<file path="src/rtl/seg_xlate_pkg.sv">
package seg_xlate_pkg;
  localparam int ADDR_W = 32;
  localparam int SEL_W  = 16;
  localparam int SEG_N  = 3;
  localparam int SEG_W  = 2;

  localparam logic [SEG_W-1:0] SEG_CODE  = 2'd0;
  localparam logic [SEG_W-1:0] SEG_STACK = 2'd1;
  localparam logic [SEG_W-1:0] SEG_DATA  = 2'd2;

  typedef struct packed {
    logic              valid;
    logic [SEL_W-1:0]  sel;
    logic [ADDR_W-1:0] base;
    logic [ADDR_W-1:0] lim;
    logic [1:0]        dpl;
  } seg_entry_t;
endpackage

</file>
<file path="src/rtl/seg_desc_fetch.sv">
module seg_desc_fetch
  import seg_xlate_pkg::*;
(
  input  logic              clk,
  input  logic              rst,
  input  logic              ld_valid,
  input  logic [SEG_W-1:0]  ld_seg,
  input  logic [SEL_W-1:0]  ld_sel,
  input  logic [ADDR_W-1:0] gdt_base,
  input  logic [ADDR_W-1:0] ldt_base,
  input  logic [1:0]        cpl,
  input  logic              rd_ready,
  input  logic [31:0]       rd_data,
  output logic              busy,
  output logic [SEG_W-1:0]  busy_seg,
  output logic              rd_valid,
  output logic [ADDR_W-1:0] rd_addr,
  output logic              done,
  output logic              fault,
  output logic              commit_en,
  output logic [SEG_W-1:0]  commit_seg,
  output seg_entry_t        commit_entry
);
  typedef enum logic [1:0] {F_IDLE, F_LO, F_HI} fstate_e;
  fstate_e state_q;
  logic [ADDR_W-1:0] addr_q;
  logic [SEG_W-1:0]  seg_q;
  logic [SEL_W-1:0]  sel_q;
  logic [31:0]       lo_q;

  logic [63:0] desc;
  logic [19:0] lim20;
  logic [1:0]  rpl, eff_priv, dpl;
  logic        present, gran, priv_bad, fault_c;
  seg_entry_t  dec;

  always_comb begin
    desc     = {rd_data, lo_q};
    lim20    = {desc[51:48], desc[15:0]};
    present  = desc[47];
    dpl      = desc[46:45];
    gran     = desc[55];
    rpl      = sel_q[1:0];
    eff_priv = (cpl > rpl) ? cpl : rpl;
    priv_bad = (seg_q != SEG_CODE) && (eff_priv > dpl);
    fault_c  = !present || priv_bad;
    dec.valid = 1'b1;
    dec.sel   = sel_q;
    dec.base  = {desc[63:56], desc[39:32], desc[31:16]};
    dec.lim   = gran ? {lim20, 12'hFFF} : {12'h000, lim20};
    dec.dpl   = dpl;
  end

  always_ff @(posedge clk) begin
    if (rst) begin
      state_q      <= F_IDLE;
      addr_q       <= '0;
      seg_q        <= '0;
      sel_q        <= '0;
      lo_q         <= '0;
      done         <= 1'b0;
      fault        <= 1'b0;
      commit_en    <= 1'b0;
      commit_seg   <= '0;
      commit_entry <= '0;
    end else begin
      done      <= 1'b0;
      commit_en <= 1'b0;
      case (state_q)
        F_IDLE: if (ld_valid) begin
          addr_q  <= (ld_sel[2] ? ldt_base : gdt_base) + {{(ADDR_W-16){1'b0}}, ld_sel[15:3], 3'b000};
          seg_q   <= ld_seg;
          sel_q   <= ld_sel;
          state_q <= F_LO;
        end
        F_LO: if (rd_ready) begin
          lo_q    <= rd_data;
          addr_q  <= addr_q + 4;
          state_q <= F_HI;
        end
        F_HI: if (rd_ready) begin
          state_q      <= F_IDLE;
          done         <= 1'b1;
          fault        <= fault_c;
          commit_en    <= !fault_c;
          commit_seg   <= seg_q;
          commit_entry <= dec;
        end
        default: state_q <= F_IDLE;
      endcase
    end
  end

  assign busy     = (state_q != F_IDLE);
  assign busy_seg = seg_q;
  assign rd_valid = (state_q != F_IDLE);
  assign rd_addr  = addr_q;

  AST_HOLD_ADDR: assert property (@(posedge clk) disable iff (rst)
    rd_valid && !rd_ready |=> rd_valid && $stable(rd_addr)) else $error("hold");
  AST_DONE_IDLE: assert property (@(posedge clk) disable iff (rst)
    done |-> !busy) else $error("done while busy");
endmodule

</file>
<file path="src/rtl/seg_cache_bank.sv">
module seg_cache_bank
  import seg_xlate_pkg::*;
(
  input  logic             clk,
  input  logic             rst,
  input  logic             commit_en,
  input  logic [SEG_W-1:0] commit_seg,
  input  seg_entry_t       commit_entry,
  input  logic [SEG_W-1:0] rd_seg,
  output seg_entry_t       rd_entry,
  output logic [1:0]       cpl
);
  seg_entry_t ents [SEG_N];

  for (genvar i = 0; i < SEG_N; i++) begin : g_slot
    always_ff @(posedge clk) begin
      if (rst) ents[i] <= '0;
      else if (commit_en && commit_seg == SEG_W'(i)) ents[i] <= commit_entry;
    end
  end

  always_comb begin
    rd_entry = '0;
    for (int i = 0; i < SEG_N; i++)
      if (rd_seg == SEG_W'(i)) rd_entry = ents[i];
  end

  assign cpl = ents[0].sel[1:0];

  AST_CPL_FOLLOWS_CODE: assert property (@(posedge clk) disable iff (rst)
    commit_en && commit_seg == SEG_CODE |=> cpl == $past(commit_entry.sel[1:0])) else $error("cpl");
  AST_KEEP_ON_NO_COMMIT: assert property (@(posedge clk) disable iff (rst)
    !commit_en |=> $stable(ents[SEG_N-1])) else $error("slot changed");
endmodule

</file>
<file path="src/rtl/seg_xlate_path.sv">
module seg_xlate_path
  import seg_xlate_pkg::*;
(
  input  logic              clk,
  input  logic              rst,
  input  logic              accept,
  input  logic [ADDR_W-1:0] off,
  input  seg_entry_t        entry,
  output logic              out_valid,
  output logic [ADDR_W-1:0] lin,
  output logic              fault
);
  always_ff @(posedge clk) begin
    if (rst) begin
      out_valid <= 1'b0;
      lin       <= '0;
      fault     <= 1'b0;
    end else begin
      out_valid <= accept;
      if (accept) begin
        lin   <= entry.base + off;
        fault <= !entry.valid || (off > entry.lim);
      end
    end
  end

  AST_UNLOADED_FAULT: assert property (@(posedge clk) disable iff (rst)
    accept && !entry.valid |=> out_valid && fault) else $error("unloaded");
endmodule

</file>
<file path="src/rtl/seg_xlate_unit.sv">
module seg_xlate_unit
  import seg_xlate_pkg::*;
(
  input  logic        clk,
  input  logic        rst,
  input  logic [31:0] gdt_base,
  input  logic [31:0] ldt_base,
  input  logic        ld_valid,
  input  logic [1:0]  ld_seg,
  input  logic [15:0] ld_sel,
  output logic        busy,
  output logic        ld_done,
  output logic        ld_fault,
  output logic        rd_valid,
  output logic [31:0] rd_addr,
  input  logic        rd_ready,
  input  logic [31:0] rd_data,
  input  logic        xl_valid,
  input  logic [1:0]  xl_seg,
  input  logic [31:0] xl_off,
  output logic        xl_ready,
  output logic        xl_out_valid,
  output logic [31:0] xl_lin,
  output logic        xl_fault
);
  logic [SEG_W-1:0] busy_seg, commit_seg;
  logic             commit_en;
  seg_entry_t       commit_entry, xl_entry;
  logic [1:0]       cpl;

  seg_desc_fetch u_fetch (
    .clk, .rst, .ld_valid, .ld_seg, .ld_sel, .gdt_base, .ldt_base, .cpl,
    .rd_ready, .rd_data, .busy, .busy_seg, .rd_valid, .rd_addr,
    .done(ld_done), .fault(ld_fault), .commit_en, .commit_seg, .commit_entry
  );

  seg_cache_bank u_bank (
    .clk, .rst, .commit_en, .commit_seg, .commit_entry,
    .rd_seg(xl_seg), .rd_entry(xl_entry), .cpl
  );

  assign xl_ready = !(busy && (xl_seg == busy_seg));

  seg_xlate_path u_path (
    .clk, .rst, .accept(xl_valid && xl_ready), .off(xl_off), .entry(xl_entry),
    .out_valid(xl_out_valid), .lin(xl_lin), .fault(xl_fault)
  );

  AST_NO_IDLE_READ: assert property (@(posedge clk) disable iff (rst)
    !busy |-> !rd_valid) else $error("read outside fetch");
  AST_FAULT_NO_COMMIT: assert property (@(posedge clk) disable iff (rst)
    ld_done && ld_fault |-> !commit_en) else $error("commit on fault");
endmodule

</file>
<file path="config.mk">
export PLATFORM = sky130hd
export DESIGN_NAME = seg_xlate_unit
export DESIGN_NICKNAME = d
export VERILOG_FILES = /design/src/rtl/seg_xlate_pkg.sv /design/src/rtl/seg_desc_fetch.sv /design/src/rtl/seg_cache_bank.sv /design/src/rtl/seg_xlate_path.sv /design/src/rtl/seg_xlate_unit.sv
export SDC_FILE = /design/constraint.sdc
export NUM_CORES = 1
export LEC_CHECK = 0
export CELL_PAD_IN_SITES_DETAIL_PLACEMENT = 1
export CELL_PAD_IN_SITES_GLOBAL_PLACEMENT = 1
export CORE_ASPECT_RATIO = 1.1
export CORE_MARGIN = 2
export CORE_UTILIZATION = 44
export CTS_BUF_LIST = sky130_fd_sc_hd__clkbuf_16
export CTS_CLUSTER_SIZE = 30
export DETAILED_ROUTE_END_ITERATION = 16
export PLACE_DENSITY_LB_ADDON = 0.15
export SYNTH_ARGS = -nofsm -noshare
export SYNTH_HDL_FRONTEND = slang
export SYNTH_SLANG_ARGS = --single-unit
</file>
<file path="constraint.sdc">
create_clock -name clk -period 5.5 [get_ports clk]
set_clock_uncertainty 0.15 [all_clocks]
set_input_delay 1.65 -clock clk [delete_from_list [all_inputs] [get_ports clk]]
set_output_delay 1.65 -clock clk [all_outputs]
set_load 0.02 [all_outputs]
</file>
-- Word level (Yosys, flattened, before mapping)
Memory sizes are Yosys's and may differ from the RTL's.
Cells that the tools add are included.
- register bits after elaboration: 206
- RAM bits: 249
- word-level logic and storage cells: 92
- output and inout bits: 71
- memories: 1
- reduce and logical (&&, ||, !) cells: 25
- order comparisons: 3
- muxes and demuxes: 28
- bitwise logic cells: 5
- add/subtract/negate cells: 3
- equal/unequal tests: 10
- memory list (name ; depth ; width ; read ports ; clocked after Yosys merged registers in ; write ports ; RTL line ; text):
    u_bank.ents ; 3 ; 83 ; 3 ; 0 ; 3 ; seg_cache_bank.sv:13 ; seg_entry_t ents [SEG_N];
- operator list (cell ; count):
    2-to-1 mux 83 bit ; 6
    2-to-1 mux 32 bit ; 4
    one-hot mux 32 bit (2 select lines) ; 1
    adder 32 x 16 -> 32 bit ; 1
    adder 32 x 3 -> 32 bit, second input constant ; 1
    adder 32 bit ; 1
    > comparator 32 bit ; 1
    2-to-1 mux 1 bit ; 12
    2-to-1 mux 2 bit ; 4
    equality test 2 x 1 -> 1 bit, second input constant ; 3
    equality test 2 bit, second input constant ; 3
    logical AND 1 bit ; 6
    logical NOT 2 bit ; 3
    != test 2 bit, second input constant ; 3
    one-hot mux 2 bit (3 select lines) ; 1
    AND reduction 2 bit ; 3
    AND reduction 3 bit ; 2
    nonzero test 2 bit ; 3
    > comparator 2 bit ; 2
    logical NOT 1 bit ; 4
    bitwise OR 1 bit ; 3
    OR reduction 3 bit ; 1
    equality test 2 bit ; 1
    logical OR 1 bit ; 2
    2 further kinds ; 3

-- Depth between registers and ports, before layout
Gate-level depths: netlist of the first run.
An unclocked memory read counts as a cell.
- depth after elaboration: 7
- gate-level depth with buffers: 16

-- By module
Synthesis of the first run repeated with hierarchy kept, for this count alone.
- cell total of the unflattened synthesis: 2386
- area total of the unflattened synthesis: 23193.5 um^2
- by module, submodules not included (module ; cells an instance ; instances ; area each (um^2)):
    seg_cache_bank ; 829 ; 1 ; 11026.8
    seg_desc_fetch ; 1102 ; 1 ; 8460.6
    seg_xlate_path ; 450 ; 1 ; 3673.5
    seg_xlate_unit ; 5 ; 1 ; 32.5

-- Worst setup path before layout of the first run
Ideal clock, no wire load.
- path kind: input -> register
- start point: in xl_seg[0]
- end point: reg u_path.lin[24]
- arrival: 4899 ps
- data required time: 5244 ps
- stages on the path: 13
- path slack: 345 ps
- library setup time: 106 ps
- cells stage by stage: clkbuf_1 > clkbuf_1 > buf_1 > mux2i_1 > o21ai_0 > fa_1 > a211oi_1 > or3_1 > and3_4 > o21ai_4 > a21boi_0 > o211ai_1 > o311ai_0
- longest elaborated chain between the ends: 5
- RTL lines (element ; RTL line ; text):
    start, declared ; seg_xlate_unit.sv:19 ; input logic [1:0] xl_seg,
    logical NOT 2 bit ; seg_cache_bank.sv:25 ; if (rd_seg == SEG_W'(i)) rd_entry = ents[i];
    2-to-1 mux 83 bit (3 in a row) ; seg_cache_bank.sv:25 ;
    adder 32 bit ; seg_xlate_path.sv:21 ; lin <= entry.base + off;
    end signal, assigned ; seg_xlate_path.sv:21 ;
    end, declared ; seg_xlate_path.sv:10 ; output logic [ADDR_W-1:0] lin,
Parallel ways exist; a longest one is shown, timed or not.
A chain may end at the register's enable or synchronous reset.

-- Final worst setup path of the first run
- start point: in xl_seg[0]
- end point: out xl_ready
- longest elaborated chain between the ends: 3
- RTL lines (element ; RTL line ; text):
    equality test 2 bit ; seg_xlate_unit.sv:42 ; assign xl_ready = !(busy && (xl_seg == busy_seg));
    logical AND 1 bit ; seg_xlate_unit.sv:42 ;
    logical NOT 1 bit ; seg_xlate_unit.sv:42 ;
    end, declared ; seg_xlate_unit.sv:21 ; output logic xl_ready,
Every way passes these cells.

==> key figures, run 1 <==
Setup path
  – FF-to-FF Start: u_bank.ents[1][34]$_SDFFCE_PN0P_
  – Reg-to-reg endpoint: u_path.lin[28]$_SDFFE_PP0P_
  – Critical path data required time: 3.70 ns
  – Critical path class: input pin to primary output
  – Startpoint types: input pin
  – Crit Path Max Fanout: 20
  – FF-to-FF setup slack: 2.16 ns
  – CP Capture Type: primary output
  – Critical Path AT: 3.09 ns
  – Critical Path Sink: xl_ready
  – CP Launch Point: xl_seg[0]
  – Worst R2R Path Depth: 12

Power
  – Power density over cell area: 299 nW/um^2
  – Pleak: 8.93 nW
  – Worst vdd ir: 0.000191 V

Logic synthesis
  – Unique masters post-synth: 83
  – Cell Area, Synth: 19400 um^2
  – Synth Area in Adders: 5.51%
  – Number of synthesized flops with an enable pin: 197
  – Simple-gate share of the synthesized area: 20.6%
  – Mux contribution to synthesized area: 5.31%
  – Syn Inst Count: 2039
  – Synth Area in Compound Gates: 14.9%
  – Ys Warns: 0
  – Sequential area share after synthesis: 48.7%
  – Largest family of logic cells by synthesized area: simple AND/OR/NAND/NOR gates
  – Async set-reset flop share out of synthesis: 0%
  – Synth Flop Type: edfxtp_1
  – #FFs+latches synth: 373
  – Mapped Nets: 2276
  – Synth Area in XOR/XNOR: 1.85%
  – Synthesized area per cell: 9.50 um^2

GRT
  – GRT Total Usage: 27.8%
  – Gr busiest metal: met2
  – Grt met3 use: 4.31%
  – Largest net degree at the start of global routing: 75
  – Grt met1 use: 34.2%
  – Global route overflow: 0
  – Met2 Use GR: 49.6%
  – First-pass GRT wire length: 97700 um
  – Vias in the first global route: 16900
  – Initial antenna violation count: 1

Finish
  – Commonest non-fill, non-tap cells in the layout: nand2_1, a21oi_1, clkdlybuf4s50_1
  – Fin nets: 2460
  – Final cell count without fillers: 2830
  – Antenna cells: 0
  – Register area: 9440 um^2
  – Area growth syn-to-layout: 21.2%
  – Commonest non-fill, non-tap cell in the layout: nand2_1
  – Area occupied by multi-input gates: 9360 um^2
  – FILL cells: 4941
  – Share of layout cells above drive strength 1: 6.69%

Timing
  – Fin. max-slew vios: 0
  – Unrepaired setup endpoints after global routing: no
  – Final setup fails: 0
  – Total negative slack: 0 ns
  – Hold Vio Cnt, Final: 0
  – Final WS setup: 0.614 ns
  – Worst relative slew slack: 31.1%
  – FMAX: 205 MHz
  – Least-Margin Pin Slew: 1.01 ns
  – Final period util: 88.8%
  – Hold slack: 0.300 ns
  – Min Clock Period, post-route: 4.89 ns

Detailed routing
  – Routed vias: 16000
  – DRC: 0
  – Via density: 5.66
  – DRT Pass-1 Iters: 5
  – Routed Antenna Nets: 0
  – Routed length per instance: 22.5 um
  – Routed WL: 63600 um
  – DRT iter0 DRCs: 963

Worst hold path
  – Worst hold path type: flip-flop to flip-flop
  – WHS Path Cells: 2

Clock network
  – CTS tree: done
  – Post-CTS Repair Setup Buffers: 0
  – H-tree depth: 2
  – Clk_lat worst skew: 0.57 ns
  – Post-CTS Hold Buffers: 0
  – Root Driver: clkbuf_16
  – CTS sink cnt: 373
  – Bufs on Longest Clock Path: 3
  – Reg clk slew, reported paths: 0.06 ns
  – CTS buffer count: 41
  – Resized Gates After CTS: 0

Floorplanning
  – Initial Util: 44.6%
  – Chip width: 204 um
  – Site Rows: 80
  – Num ports: 224
  – DIE HEIGHT: 224 um
  – Die ar.: 45700 um^2
  – Core area: 43400 um^2

Place
  – GP Congestion: 0.872
  – Pre-CTS setup slack: 0.240 ns
  – DP HPWL: 45700 um
  – DP Cell Count: 2754
  – # port buffers: 223

Flow run
  – Max-cap violations: 0

Run status
  – Status: completed
==> metrics by stage <==
stage / util [%] / total power [W] / instance area [um^2]
global route: 54.0 / 0.00728 / 23500
CTS: 54.0 / 0.00706 / 23500
finish: 54.0 / 0.00701 / 23500
floorplan: - / 0.00391 / 19400
detailed placement: 51.1 / 0.00445 / 22200
global placement: 51.1 / 0.00442 / 22200
==> where the power goes <==
group | switching, W | total, W | leakage (nW) | internal [W]
sequential | 0.000106 | 0.00316 | 3.47 | 0.00306
clock | 0.00117 | 0.00261 | 0.678 | 0.00144
combinational | 0.000714 | 0.00123 | 4.78 | 0.000518
==> logic make-up (layout without fill, tap and decap cells) <==
family | after synthesis | in the layout
AND/OR/NAND/NOR | 811 | 811
AO/OA/AOI/OAI | 478 | 478
flip-flops | 373 | 373
buffers and inverters | 151 | 368
multiplexers | 101 | 101
adder cells (fa/ha/maj) | 84 | 84
XOR/XNOR | 41 | 41
==> critical path, stage by stage <==
cell             delay, ns
buf_4                 0.23
buf_12                0.23
xnor2_1               0.15
nand3_1               0.21
clkdlybuf4s50_1       0.60
==> final cells by class <==
class                      instances  area share [%]
inverter                          29           0.464
multi-input combinational       1515            39.9
clock buffer                      42            4.48
sequential                       373            40.2
clock inverter                    34           0.863
timing repair buffer             263            11.1
tap                              574            3.06
==> registers in the layout, summed over array words and instances (netlist names) <==
| name | count |
|---|---|
| u_fetch.done | 1 |
| u_fetch.lo_q | 32 |
| u_fetch.commit_en | 1 |
| u_path.lin | 32 |
| u_fetch.commit_seg | 2 |
| u_fetch.state_q | 2 |
| u_fetch.commit_entry | 67 |
| u_path.fault | 1 |
| u_fetch.fault | 1 |
| u_fetch.busy_seg | 2 |
| u_fetch.rd_addr | 32 |
| u_path.out_valid | 1 |
| u_fetch.sel_q | 2 |
| u_bank.ents | 197 |
==> metal layers <==
layer / vias to the layer above / routed length, um
met5: - / 13
met4: 2 / 2040
met3: 95 / 3060
met2: 397 / 31900
met1: 7932 / 26600
li1: 7600 / -
==> synthesized netlist by cell type, types with 6 or more instances <==
library cell | number | area (um^2)
nand3_1 | 44 | 220
or2_2 | 6 | 37.5
a21oi_1 | 223 | 1120
xor2_1 | 20 | 175
nor3_1 | 50 | 250
mux2i_1 | 88 | 881
nor2b_1 | 16 | 100
and3_1 | 10 | 62.6
or3_1 | 9 | 56.3
buf_2 | 9 | 45.0
buf_1 | 16 | 60.1
nand4_1 | 14 | 87.6
nor2_1 | 131 | 492
mux2_2 | 13 | 146
dfxtp_1 | 176 | 3520
o21a_1 | 12 | 90.1
nand2_1 | 291 | 1090
o21bai_1 | 7 | 52.6
o22ai_1 | 6 | 37.5
a22oi_1 | 6 | 45.0
and2_1 | 206 | 1290
o21ai_0 | 91 | 455
ha_1 | 82 | 1030
inv_1 | 29 | 109
o211ai_1 | 11 | 82.6
a21o_1 | 22 | 165
a211oi_1 | 23 | 173
a31oi_1 | 16 | 100
xnor2_1 | 21 | 184
clkbuf_1 | 94 | 353
edfxtp_1 | 197 | 5920
==> how the worst min path moves through the flow <==
stage	from	end	slack [ns]
floorplan	u_fetch.commit_entry[66]$_SDFFE_PP0P_	u_fetch.commit_entry[66]$_SDFFE_PP0P_	0.28
global placement	u_path.lin[7]$_SDFFE_PP0P_	u_path.lin[7]$_SDFFE_PP0P_	0.29
detailed placement	u_path.lin[3]$_SDFFE_PP0P_	u_path.lin[3]$_SDFFE_PP0P_	0.29
CTS	u_path.lin[3]$_SDFFE_PP0P_	u_path.lin[3]$_SDFFE_PP0P_	0.30
global route	u_path.lin[14]$_SDFFE_PP0P_	u_path.lin[14]$_SDFFE_PP0P_	0.32
finish	u_path.lin[3]$_SDFFE_PP0P_	u_path.lin[3]$_SDFFE_PP0P_	0.30
Power figures use the tool's default switching activity.
==> inputs of run 2 (changes only) <==
--- a/config.mk
+++ b/config.mk
@@ -13,6 +13,7 @@
 export CTS_BUF_LIST = sky130_fd_sc_hd__clkbuf_16
 export CTS_CLUSTER_SIZE = 30
 export DETAILED_ROUTE_END_ITERATION = 16
+export GPL_ROUTABILITY_DRIVEN = 0
 export PLACE_DENSITY_LB_ADDON = 0.15
 export SYNTH_ARGS = -nofsm -noshare
 export SYNTH_HDL_FRONTEND = slang
==> run 2 against run 1 <==
Sequential cell count unchanged. First-iteration DRC count up 2.7%. Worst setup slack worse by 0.059 ns. Largest cell class unchanged. Critical path depth stayed put. Fmax is 1.2% lower. Largest power group unchanged.
==> key figures, run 2 (same netlist as run 1, synthesis figures left out) <==
Run status
  – Status: completed

Place
  – # port buffers: 223 (unchanged)
  – DP Area: 22200 um^2 (-0.16%)
  – DP HPWL: 45600 um (-0.26%)
  – Pre-CTS setup slack: -0.0172 ns (-0.257 ns)

Setup path
  – WP buf/inv: 3 (unchanged)
  – Critical Path AT: 3.14 ns (+0.05 ns)
  – Crit path max-delay family: buffers and inverters
  – CP max stage delay: 0.58 ns (-0.02 ns)
  – CP Capture Type: primary output
  – FF-to-FF setup slack: 2.19 ns (+0.03 ns)
  – Critical path class: input pin to primary output
  – Slowest cell on the critical path: clkdlybuf4s50_1
  – Critical path data required time: 3.70 ns (about the same)
  – Startpoint types: input pin
  – Worst-path cell chain: buf_4, buf_12, xnor2_1, nand3_1, clkdlybuf4s50_1
  – Crit Path Max Fanout: 27 (+35%)

Detailed routing
  – Routed Antenna Nets: 0 (unchanged)
  – Routed WL: 62800 um (-1.3%)
  – Routed vias: 16000 (+0.044%)
  – DRT Pass-1 Iters: 5 (unchanged)
  – DRC: 0 (unchanged)
  – Routed length per instance: 22.2 um (-1.3%)
  – DRT iter0 DRCs: 989 (+2.7%)
  – Via density: 5.67 (about the same)

Finish
  – Fin nets: 2461 (+0.041%)
  – Commonest non-fill, non-tap cell in the layout: nand2_1
  – Area growth syn-to-layout: 21.0%
  – Final std cell area, no fill: 23400 um^2 (-0.23%)
  – Regs by FF count: u_bank.ents (197), u_fetch.commit_entry (67)
  – Util after Layout: 53.9% (-0.12 points)
  – Commonest non-fill, non-tap cells in the layout: nand2_1, a21oi_1, clkdlybuf4s50_1
  – Flip-flop count of the largest register after layout: 197 (unchanged)
  – Top reg by flops: u_bank.ents
  – Share of layout cells above drive strength 1: 6.78% (+0.092 points)
  – FILL cells: 4921 (-0.40%)

Clock network
  – Clk_lat worst skew: 0.58 ns (about the same)
  – Post-CTS Hold Buffers: 0 (unchanged)
  – Resized Gates After CTS: 0 (unchanged)
  – Reg clk slew, reported paths: 0.06 ns (about the same)
  – Post-CTS Repair Setup Buffers: 0 (unchanged)
  – CTS sink cnt: 373 (unchanged)
  – Root Driver: clkbuf_16
  – CTS tree: done
  – Bufs on Longest Clock Path: 3 (unchanged)
  – H-tree depth: 2 (unchanged)
  – CTS buffer count: 40 (-2.4%)

Floorplanning
  – Chip width: 204 um (unchanged)
  – DIE HEIGHT: 224 um (unchanged)
  – Site Rows: 80 (unchanged)
  – Num ports: 224 (unchanged)
  – Die ar.: 45700 um^2 (unchanged)
  – Initial Util: 44.6% (unchanged)
  – Core area: 43400 um^2 (unchanged)

Worst hold path
  – Worst hold path type: flip-flop to flip-flop

GRT
  – Vias in the first global route: 16800 (-0.51%)
  – Global route overflow: 0 (unchanged)
  – Initial antenna violation count: 4 (+3)
  – Largest net degree at the start of global routing: 73 (-2.7%)
  – First-pass GRT wire length: 96500 um (-1.2%)
  – GRT Total Usage: 27.5% (-0.33 points)

Timing
  – Worst relative slew slack: 30.9% (-0.24 points)
  – Final WS setup: 0.555 ns (-0.0588 ns)
  – Hold slack: 0.300 ns (-0.000669 ns)
  – Min Clock Period, post-route: 4.94 ns (+0.0588 ns)
  – Hold Vio Cnt, Final: 0 (unchanged)
  – FMAX: 202 MHz (-1.2%)
  – Final period util: 89.9% (+1.1 points)
  – Fin. max-slew vios: 0 (unchanged)
  – Final setup fails: 0 (unchanged)
  – Unrepaired setup endpoints after global routing: no
  – Least-Margin Pin Slew: 1.04 ns (+0.0296 ns)

Power
  – Worst vdd ir: 0.000230 V (+20%)
  – Pleak: 8.91 nW (-0.29%)
  – Power density over cell area: 298 nW/um^2 (-0.19%)

Flow run
  – Max-cap violations: 0 (unchanged)
## run 2: changes by cell type in the layout (fill, tap and decap cells not counted), sizes merged
| cell | before | now |
|---|---|---|
| buf | 44 | 46 |
| bufinv | 1 | 2 |
| clkbuf | 42 | 40 |
| clkinv | 16 | 10 |
| clkinvlp | 0 | 3 |
| diode | 0 | 1 |
| inv | 46 | 47 |
## run 2: final timing paths
kind	startpoint	depth (start not counted)	endpoint
worst max-delay path	xl_seg[0]	5	xl_ready
worst min-delay path	u_path.lin[10]$_SDFFE_PP0P_	2	u_path.lin[10]$_SDFFE_PP0P_
worst max register to register	u_bank.ents[1][34]$_SDFFCE_PN0P_	11	u_path.lin[24]$_SDFFE_PP0P_
worst min register to register	u_path.lin[10]$_SDFFE_PP0P_	2	u_path.lin[10]$_SDFFE_PP0P_
## run 2: stage by stage
step / total power [W] / setup TNS [ns] / instances
after global placement: 0.00441 / -0.0566 / 2756
final: 0.00698 / 0 / 2830
after CTS: 0.00702 / 0 / 2829
after global routing: 0.00725 / 0 / 2829
after detailed placement: 0.00444 / -0.0172 / 2756
after floorplan: 0.00391 / 0 / 2039
## run 2: power by group
| part | internal (W) | total (W) | switching (W) | leakage, nW |
|---|---|---|---|---|
| Clock | 0.00143 | 0.00259 | 0.00116 | 0.655 |
| Combinational | 0.000515 | 0.00123 | 0.000712 | 4.78 |
| Sequential | 0.00306 | 0.00316 | 0.000106 | 3.47 |
| Total | 0.00500 | 0.00698 | 0.00198 | 8.91 |
## run 2: per-layer routing
layer  track usage [%]  wire [um]
met2              47.8      30900
met3              4.52       3330
met4              10.3       2200
met1              34.2      26300
met5                 0         26
## run 2: final cells by class
| class | instances | area [um^2] | share of cell area (%) |
|---|---|---|---|
| Antenna cell | 1 | 2.50 | 0.0107 |
| Clock buffer | 40 | 1000 | 4.27 |
| Clock inverter | 33 | 231 | 0.988 |
| Inverter | 29 | 109 | 0.465 |
| Multi-Input combinational cell | 1515 | 9360 | 40.0 |
| Sequential cell | 373 | 9440 | 40.3 |
| Tap cell | 574 | 718 | 3.07 |
| Timing Repair Buffer | 265 | 2560 | 10.9 |
## run 2: tightest hold or removal path, delay by kind of cell, from the launching register on
kind | cells | cell delay [ns]
AO/OA/AOI/OAI | 1 | 0.05
flip-flops | 1 | 0.31
AND/OR/NAND/NOR | 1 | 0.05
